==> config.mk <==
export PLATFORM = sky130hd
export DESIGN_NAME = sertx_top
export DESIGN_NICKNAME = d
export VERILOG_FILES = /design/src/rtl/sertx_pkg.sv /design/src/rtl/sertx_hold.sv /design/src/rtl/sertx_framer.sv /design/src/rtl/sertx_shift.sv /design/src/rtl/sertx_top.sv
export SDC_FILE = /design/constraint.sdc
export NUM_CORES = 1
export LEC_CHECK = 0
export BUFFER_PORTS_ARGS = -buffer_cell sky130_fd_sc_hd__buf_2
export CAP_MARGIN = 20
export CELL_PAD_IN_SITES_DETAIL_PLACEMENT = 0
export CELL_PAD_IN_SITES_GLOBAL_PLACEMENT = 1
export CORE_UTILIZATION = 30
export DETAILED_ROUTE_END_ITERATION = 6
export PLACE_DENSITY = 0.65
export SYNTH_ARGS = -nofsm -noshare
export SYNTH_HDL_FRONTEND = slang
export SYNTH_SLANG_ARGS = --single-unit
export TNS_END_PERCENT = 100
==> constraint.sdc <==
create_clock -name clk -period 3.5 [get_ports clk]
set_clock_uncertainty 0.05 [all_clocks]
set_input_delay 0.175 -clock clk [delete_from_list [all_inputs] [get_ports clk]]
set_output_delay 0.175 -clock clk [all_outputs]
set_load 0.01 [all_outputs]
==> src/rtl/sertx_pkg.sv <==
package sertx_pkg;
  localparam int DATA_W  = 8;
  localparam int FRAME_W = DATA_W + 4;
  localparam int CNT_W   = $clog2(FRAME_W + 1);

  localparam logic [1:0] PAR_EVEN = 2'b01;
  localparam logic [1:0] PAR_ODD  = 2'b10;

  typedef struct packed {
    logic       len7;
    logic       stop2;
    logic [1:0] par;
    logic       mp;
    logic       msb;
  } fmt_t;
endpackage

==> src/rtl/sertx_hold.sv <==
module sertx_hold #(
  parameter int DW = 8
) (
  input  logic          clk,
  input  logic          rst_n,
  input  logic          in_valid,
  output logic          in_ready,
  input  logic [DW-1:0] in_data,
  input  logic          in_mpb,
  input  logic          take,
  output logic          full,
  output logic [DW-1:0] data_q,
  output logic          mpb_q
);
  logic accept;

  assign in_ready = !full;
  assign accept   = in_valid && in_ready;

  always_ff @(posedge clk or negedge rst_n) begin
    if (!rst_n) begin
      full   <= 1'b0;
      data_q <= '0;
      mpb_q  <= 1'b0;
    end else if (accept) begin
      full   <= 1'b1;
      data_q <= in_data;
      mpb_q  <= in_mpb;
    end else if (take) begin
      full   <= 1'b0;
    end
  end
endmodule

==> src/rtl/sertx_framer.sv <==
module sertx_framer
  import sertx_pkg::*;
#(
  parameter int DW = 8,
  parameter int FW = DW + 4,
  parameter int CW = $clog2(FW + 1)
) (
  input  fmt_t          fmt,
  input  logic [DW-1:0] data,
  input  logic          mpb,
  output logic [FW-1:0] frame,
  output logic [CW-1:0] nbits
);
  localparam int SHORT_W = DW - 1;

  logic [DW-1:0] masked;
  logic [DW-1:0] ordered;
  logic [DW-1:0] reversed;
  logic          use_par;
  logic          extra_on;
  logic          extra_bit;
  int unsigned   dlen;

  assign masked = fmt.len7 ? {1'b0, data[SHORT_W-1:0]} : data;

  for (genvar g = 0; g < DW; g++) begin : g_rev
    assign reversed[g] = masked[DW-1-g];
  end

  assign ordered  = (fmt.msb && !fmt.len7) ? reversed : masked;
  assign use_par  = !fmt.mp && (fmt.par == PAR_EVEN || fmt.par == PAR_ODD);
  assign extra_on = fmt.mp || use_par;
  assign dlen     = fmt.len7 ? SHORT_W : DW;

  always_comb begin
    if (fmt.mp) extra_bit = mpb;
    else        extra_bit = (^masked) ^ (fmt.par == PAR_ODD);
  end

  always_comb begin
    frame    = '1;
    frame[0] = 1'b0;
    for (int i = 0; i < DW; i++) begin
      if (i < int'(dlen)) frame[1+i] = ordered[i];
    end
    if (extra_on) frame[1+dlen] = extra_bit;
    nbits = CW'(2 + dlen + (extra_on ? 1 : 0) + (fmt.stop2 ? 1 : 0));
  end
endmodule

==> src/rtl/sertx_shift.sv <==
module sertx_shift #(
  parameter int FW = 12,
  parameter int CW = 4
) (
  input  logic          clk,
  input  logic          rst_n,
  input  logic          enable,
  input  logic          baud_tick,
  input  logic          hold_full,
  input  logic [FW-1:0] frame,
  input  logic [CW-1:0] nbits,
  output logic          take,
  output logic          busy,
  output logic          txd
);
  logic [FW-1:0] shreg;
  logic [CW-1:0] left;
  logic          last_tick;

  assign last_tick = busy && baud_tick && (left == CW'(1));
  assign take      = enable && hold_full && (!busy || last_tick);
  assign txd       = !busy || shreg[0];

  always_ff @(posedge clk or negedge rst_n) begin
    if (!rst_n) begin
      busy  <= 1'b0;
      shreg <= '1;
      left  <= '0;
    end else if (!enable) begin
      busy  <= 1'b0;
      shreg <= '1;
      left  <= '0;
    end else if (take) begin
      busy  <= 1'b1;
      shreg <= frame;
      left  <= nbits;
    end else if (busy && baud_tick) begin
      if (left == CW'(1)) busy <= 1'b0;
      shreg <= {1'b1, shreg[FW-1:1]};
      left  <= left - CW'(1);
    end
  end
endmodule

==> src/rtl/sertx_top.sv <==
module sertx_top
  import sertx_pkg::*;
(
  input  logic       clk,
  input  logic       rst_n,
  input  logic       enable,
  input  logic       baud_tick,
  input  logic       fmt_len7,
  input  logic       fmt_stop2,
  input  logic [1:0] fmt_par,
  input  logic       fmt_mp,
  input  logic       fmt_msb,
  input  logic       in_valid,
  output logic       in_ready,
  input  logic [7:0] in_data,
  input  logic       in_mpb,
  output logic       txd,
  output logic       empty_flag,
  output logic       end_flag
);
  fmt_t               fmt;
  logic               take;
  logic               full;
  logic               busy;
  logic [DATA_W-1:0]  hold_data;
  logic               hold_mpb;
  logic [FRAME_W-1:0] frame;
  logic [CNT_W-1:0]   nbits;

  assign fmt = '{len7: fmt_len7, stop2: fmt_stop2, par: fmt_par,
                 mp: fmt_mp, msb: fmt_msb};

  sertx_hold #(.DW(DATA_W)) hold_i (
    .clk(clk), .rst_n(rst_n), .in_valid(in_valid), .in_ready(in_ready),
    .in_data(in_data), .in_mpb(in_mpb), .take(take), .full(full),
    .data_q(hold_data), .mpb_q(hold_mpb)
  );

  sertx_framer #(.DW(DATA_W), .FW(FRAME_W), .CW(CNT_W)) framer_i (
    .fmt(fmt), .data(hold_data), .mpb(hold_mpb), .frame(frame), .nbits(nbits)
  );

  sertx_shift #(.FW(FRAME_W), .CW(CNT_W)) shift_i (
    .clk(clk), .rst_n(rst_n), .enable(enable), .baud_tick(baud_tick),
    .hold_full(full), .frame(frame), .nbits(nbits), .take(take),
    .busy(busy), .txd(txd)
  );

  assign empty_flag = !full;
  assign end_flag   = !busy && !full;
endmodule

==> summary.md <==
| Metric | Value |
|---|---|
| Fillers | `504` |
| Top cells by count, synth | `nand2_1, dfrtp_1, nor2b_1, dfstp_2` |
| Worst Path Max Fanout | `25` |
| RePlAce Congestion | `0.690` |
| GR Util All Layers | `12.7%` |
| WL final | `2950 µm` |
| Pwr dens | `593 nW/µm²` |
| Placed insts | `235` |
| Largest net degree at the start of global routing | `26` |
| Initial Util | `31.4%` |
| Met3 routed wirelength | `90 µm` |
| Seq/Total Area, Yosys | `43.1%` |
| CP required | `3.65 ns` |
| Root Driver | `clkbuf_8` |
| Slowest CP cell | `o21ai_2` |
| Cell chain of the critical path | `inv_1, ha_1, and4bb_2, o21ai_2, nand4_1, o2111ai_1, a21boi_1` |
| Area Overhead vs Synth | `14.1%` |
| Max Fclk | `461 MHz` |
| Wire per inst | `12.3 µm` |
| Core Rows | `25` |
| Clock Latency Late Sink | `0.27 ns` |
| WL met1 | `1490 µm` |
| Die Footprint | `5220 µm²` |
| Worst-Margin Slew | `0.889 ns` |
| Port-buffer cells | `23` |
| Congestion Overflow GR | `0` |
| Synth Area per Inst | `9.56 µm²` |
| Buf+Inv Stages, Crit Path | `1` |
| Worst EP arrival | `2.32 ns` |
| Number of global-route vias before repair | `1,064` |
| Relative slew slack | `40.6%` |
| Syn Inst Count | `155` |
| HP Class | `input pin to flop` |
| Share of cells above drive strength 1 | `27.7%` |
| CP max stage delay | `0.67 ns` |
| Top-area cell type share of the netlist area | `25.3%` |
| Number of flops mapped to enable cells by yosys | `0` |
| Core outline area | `4720 µm²` |
| CTS clk-pin slew, worst paths | `0.09 ns` |
| Total setup buffers inserted after CTS | `0` |
| Total stage count of the critical path | `7` |
| Status | `finished, final reports clean` |
| Hold-fix buffers at CTS | `1` |
| Post-Layout Cell Count | `240` |
| Most common cell in the netlist | `nand2_1` |
| Worst-case reg-to-reg path depth | `7` |
| Via count | `1,084` |
| Clk sinks | `25` |
| Post-CTS sizing | `0` |
| Distinct cells, synth | `35` |
| Final min period | `2.17 ns` |
| Setup Viol. Count Final | `0` |
| Clock Path Buffers | `2` |
| Antenna violations before repair | `0` |
| Post-synthesis net count | `180` |
| Post-DRT Antenna Nets | `0` |
| Antenna cells | `0` |
| Top cells by area, synth | `dfrtp_1, dfstp_2, mux2_2` |
| Hpwl dp | `2110 µm` |
| I/O pin total | `24` |
| Final hold vios | `0` |
| Post-synthesis cell area | `1480 µm²` |
| Fin. max-slew vios | `0` |
| RSZ-0062 raised after global routing | `no` |
| Max-cap violations | `0` |
| Crit path max-delay family | `compound AO/OA/AOI/OAI gates` |
| Uppermost routed layer | `met4` |
| Post-synth ARST share | `100%` |
| Yosys warning count | `0` |
| Global-route wire length before repair | `5090 µm` |
| TritonCTS clock tree | `yes` |
| Die width | `72.3 µm` |
| # nets final | `199` |
| Max IR drop VDD | `0.217 mV` |
| Number of synthesized register bits | `25` |
| Drt pass-1 iters | `4` |
| Tcrit/Tclk final | `61.9%` |
| Met2 routed WL | `1340 µm` |
| Dominant cell type by area after synthesis | `dfrtp_1` |
| Crit start category | `flop` |
| Cells on Worst Hold Path | `2` |
| Chip Height | `72.3 µm` |
| Inserted Clock Buffers | `3` |
| CP Capture Type | `flop` |
| Cell leakage power | `0.778 nW` |
| Crit Path Class | `flop to flop` |
| Via/cell ratio | `4.52` |
| Synth Flop Type | `dfrtp_1` |
| Setup TNS Final | `0 ns` |
| DR iter-0 viols | `66` |
| H-tree levels | `1` |
| Drt drc | `0` |
[worst paths after layout]
path                                         startpoint                           end  slack [ns]
max                         shift_i.left[1]$_DFFE_PN0P_  shift_i.shreg[8]$_DFFE_PN1P_        1.33
max reg2reg                 shift_i.left[1]$_DFFE_PN0P_  shift_i.shreg[8]$_DFFE_PN1P_        1.33
min in group asynchronous                         rst_n  hold_i.data_q[2]$_DFFE_PN0P_        0.39
max in group asynchronous                         rst_n  shift_i.shreg[7]$_DFFE_PN1P_        2.63
min reg2reg                shift_i.shreg[9]$_DFFE_PN1P_  shift_i.shreg[9]$_DFFE_PN1P_        0.46
min                                            fmt_len7  shift_i.shreg[8]$_DFFE_PN1P_        0.06
[flip-flops by register name (all words and copies together) (netlist names)]
register       flops
hold_i.data_q      8
hold_i.full        1
hold_i.mpb_q       1
shift_i.busy       1
shift_i.left       4
shift_i.shreg     10
[power by group]
| part | internal (mW) | leakage, nW | switching (mW) | total [mW] |
|---|---|---|---|---|
| registers | 0.381 | 0.286 | 0.0706 | 0.452 |
| clock network | 0.0796 | 0.0255 | 0.0951 | 0.175 |
| logic | 0.214 | 0.467 | 0.162 | 0.376 |
| total | 0.675 | 0.778 | 0.328 | 1.00 |
[layout by cell type, fill, tap and decap left out, drive strengths merged]
| cell | Yosys | layout |
|---|---|---|
| a211oi | 8 | 8 |
| a21boi | 3 | 3 |
| a21oi | 2 | 2 |
| a2bb2oi | 1 | 1 |
| a31oi | 1 | 1 |
| and2 | 1 | 1 |
| and3 | 7 | 7 |
| and4bb | 1 | 1 |
| buf | 6 | 23 |
| clkbuf | 4 | 3 |
| clkinv | 0 | 1 |
| dfrtp | 15 | 15 |
| dfstp | 10 | 10 |
| dlygate4sd3 | 0 | 1 |
| fa | 1 | 1 |
| ha | 4 | 4 |
| inv | 9 | 9 |
| mux2 | 9 | 9 |
| mux2i | 1 | 1 |
| nand2 | 25 | 25 |
| nand2b | 2 | 2 |
| nand3 | 3 | 3 |
| nand4 | 1 | 1 |
| nor2 | 4 | 4 |
| nor2b | 14 | 14 |
| nor4 | 1 | 1 |
| o2111ai | 1 | 1 |
| o211a | 1 | 1 |
| o21ai | 9 | 9 |
| or3 | 1 | 1 |
| xnor2 | 7 | 7 |
| xnor3 | 1 | 1 |
| xor2 | 2 | 2 |
[layout make-up]
| type | count | area (µm²) | share of cell area, % |
|---|---|---|---|
| Multi-Input combinational cell | 111 | 763 | 45.2 |
| Sequential cell | 25 | 638 | 37.7 |
| Timing Repair Buffer | 24 | 125 | 7.40 |
| Tap cell | 67 | 83.8 | 4.96 |
| Clock buffer | 3 | 41.3 | 2.44 |
| Inverter | 9 | 33.8 | 2.00 |
| Clock inverter | 1 | 5.00 | 0.296 |
[metal layers]
metal	GRT usage, %	up-vias
li1	-	555
met1	18.4	502
met2	19.4	25
met3	2.08	2
met4	3.92	0
met5	0	-
[logic make-up (layout without fill, tap and decap cells)]
family	after synthesis	count (layout)	synth area share, %
XOR/XNOR	10	10	6.84
multiplexers	10	10	7.52
buffers and inverters	19	37	5.40
AND/OR/NAND/NOR	60	60	20.6
adder cells (fa/ha/maj)	5	5	4.73
flip-flops	25	25	43.1
AO/OA/AOI/OAI	26	26	11.8
[metrics by stage]
stage          cell area (µm²)  setup WS (ns)  total power, mW  hold slack, ns  utilization [%]
6_report                  1690           1.33             1.00          0.0597             35.8
5_1_grt                   1690           1.12             1.09          0.0661             35.8
4_1_cts                   1690           1.31             1.02          0.0432             35.8
3_5_place_dp              1630           1.34            0.840           0.163             34.6
3_3_place_gp              1630           1.42            0.830           0.155             34.6
2_1_floorplan             1480           1.90            0.756          -0.171                -
Note: power is estimated with default switching activity, not from simulation.
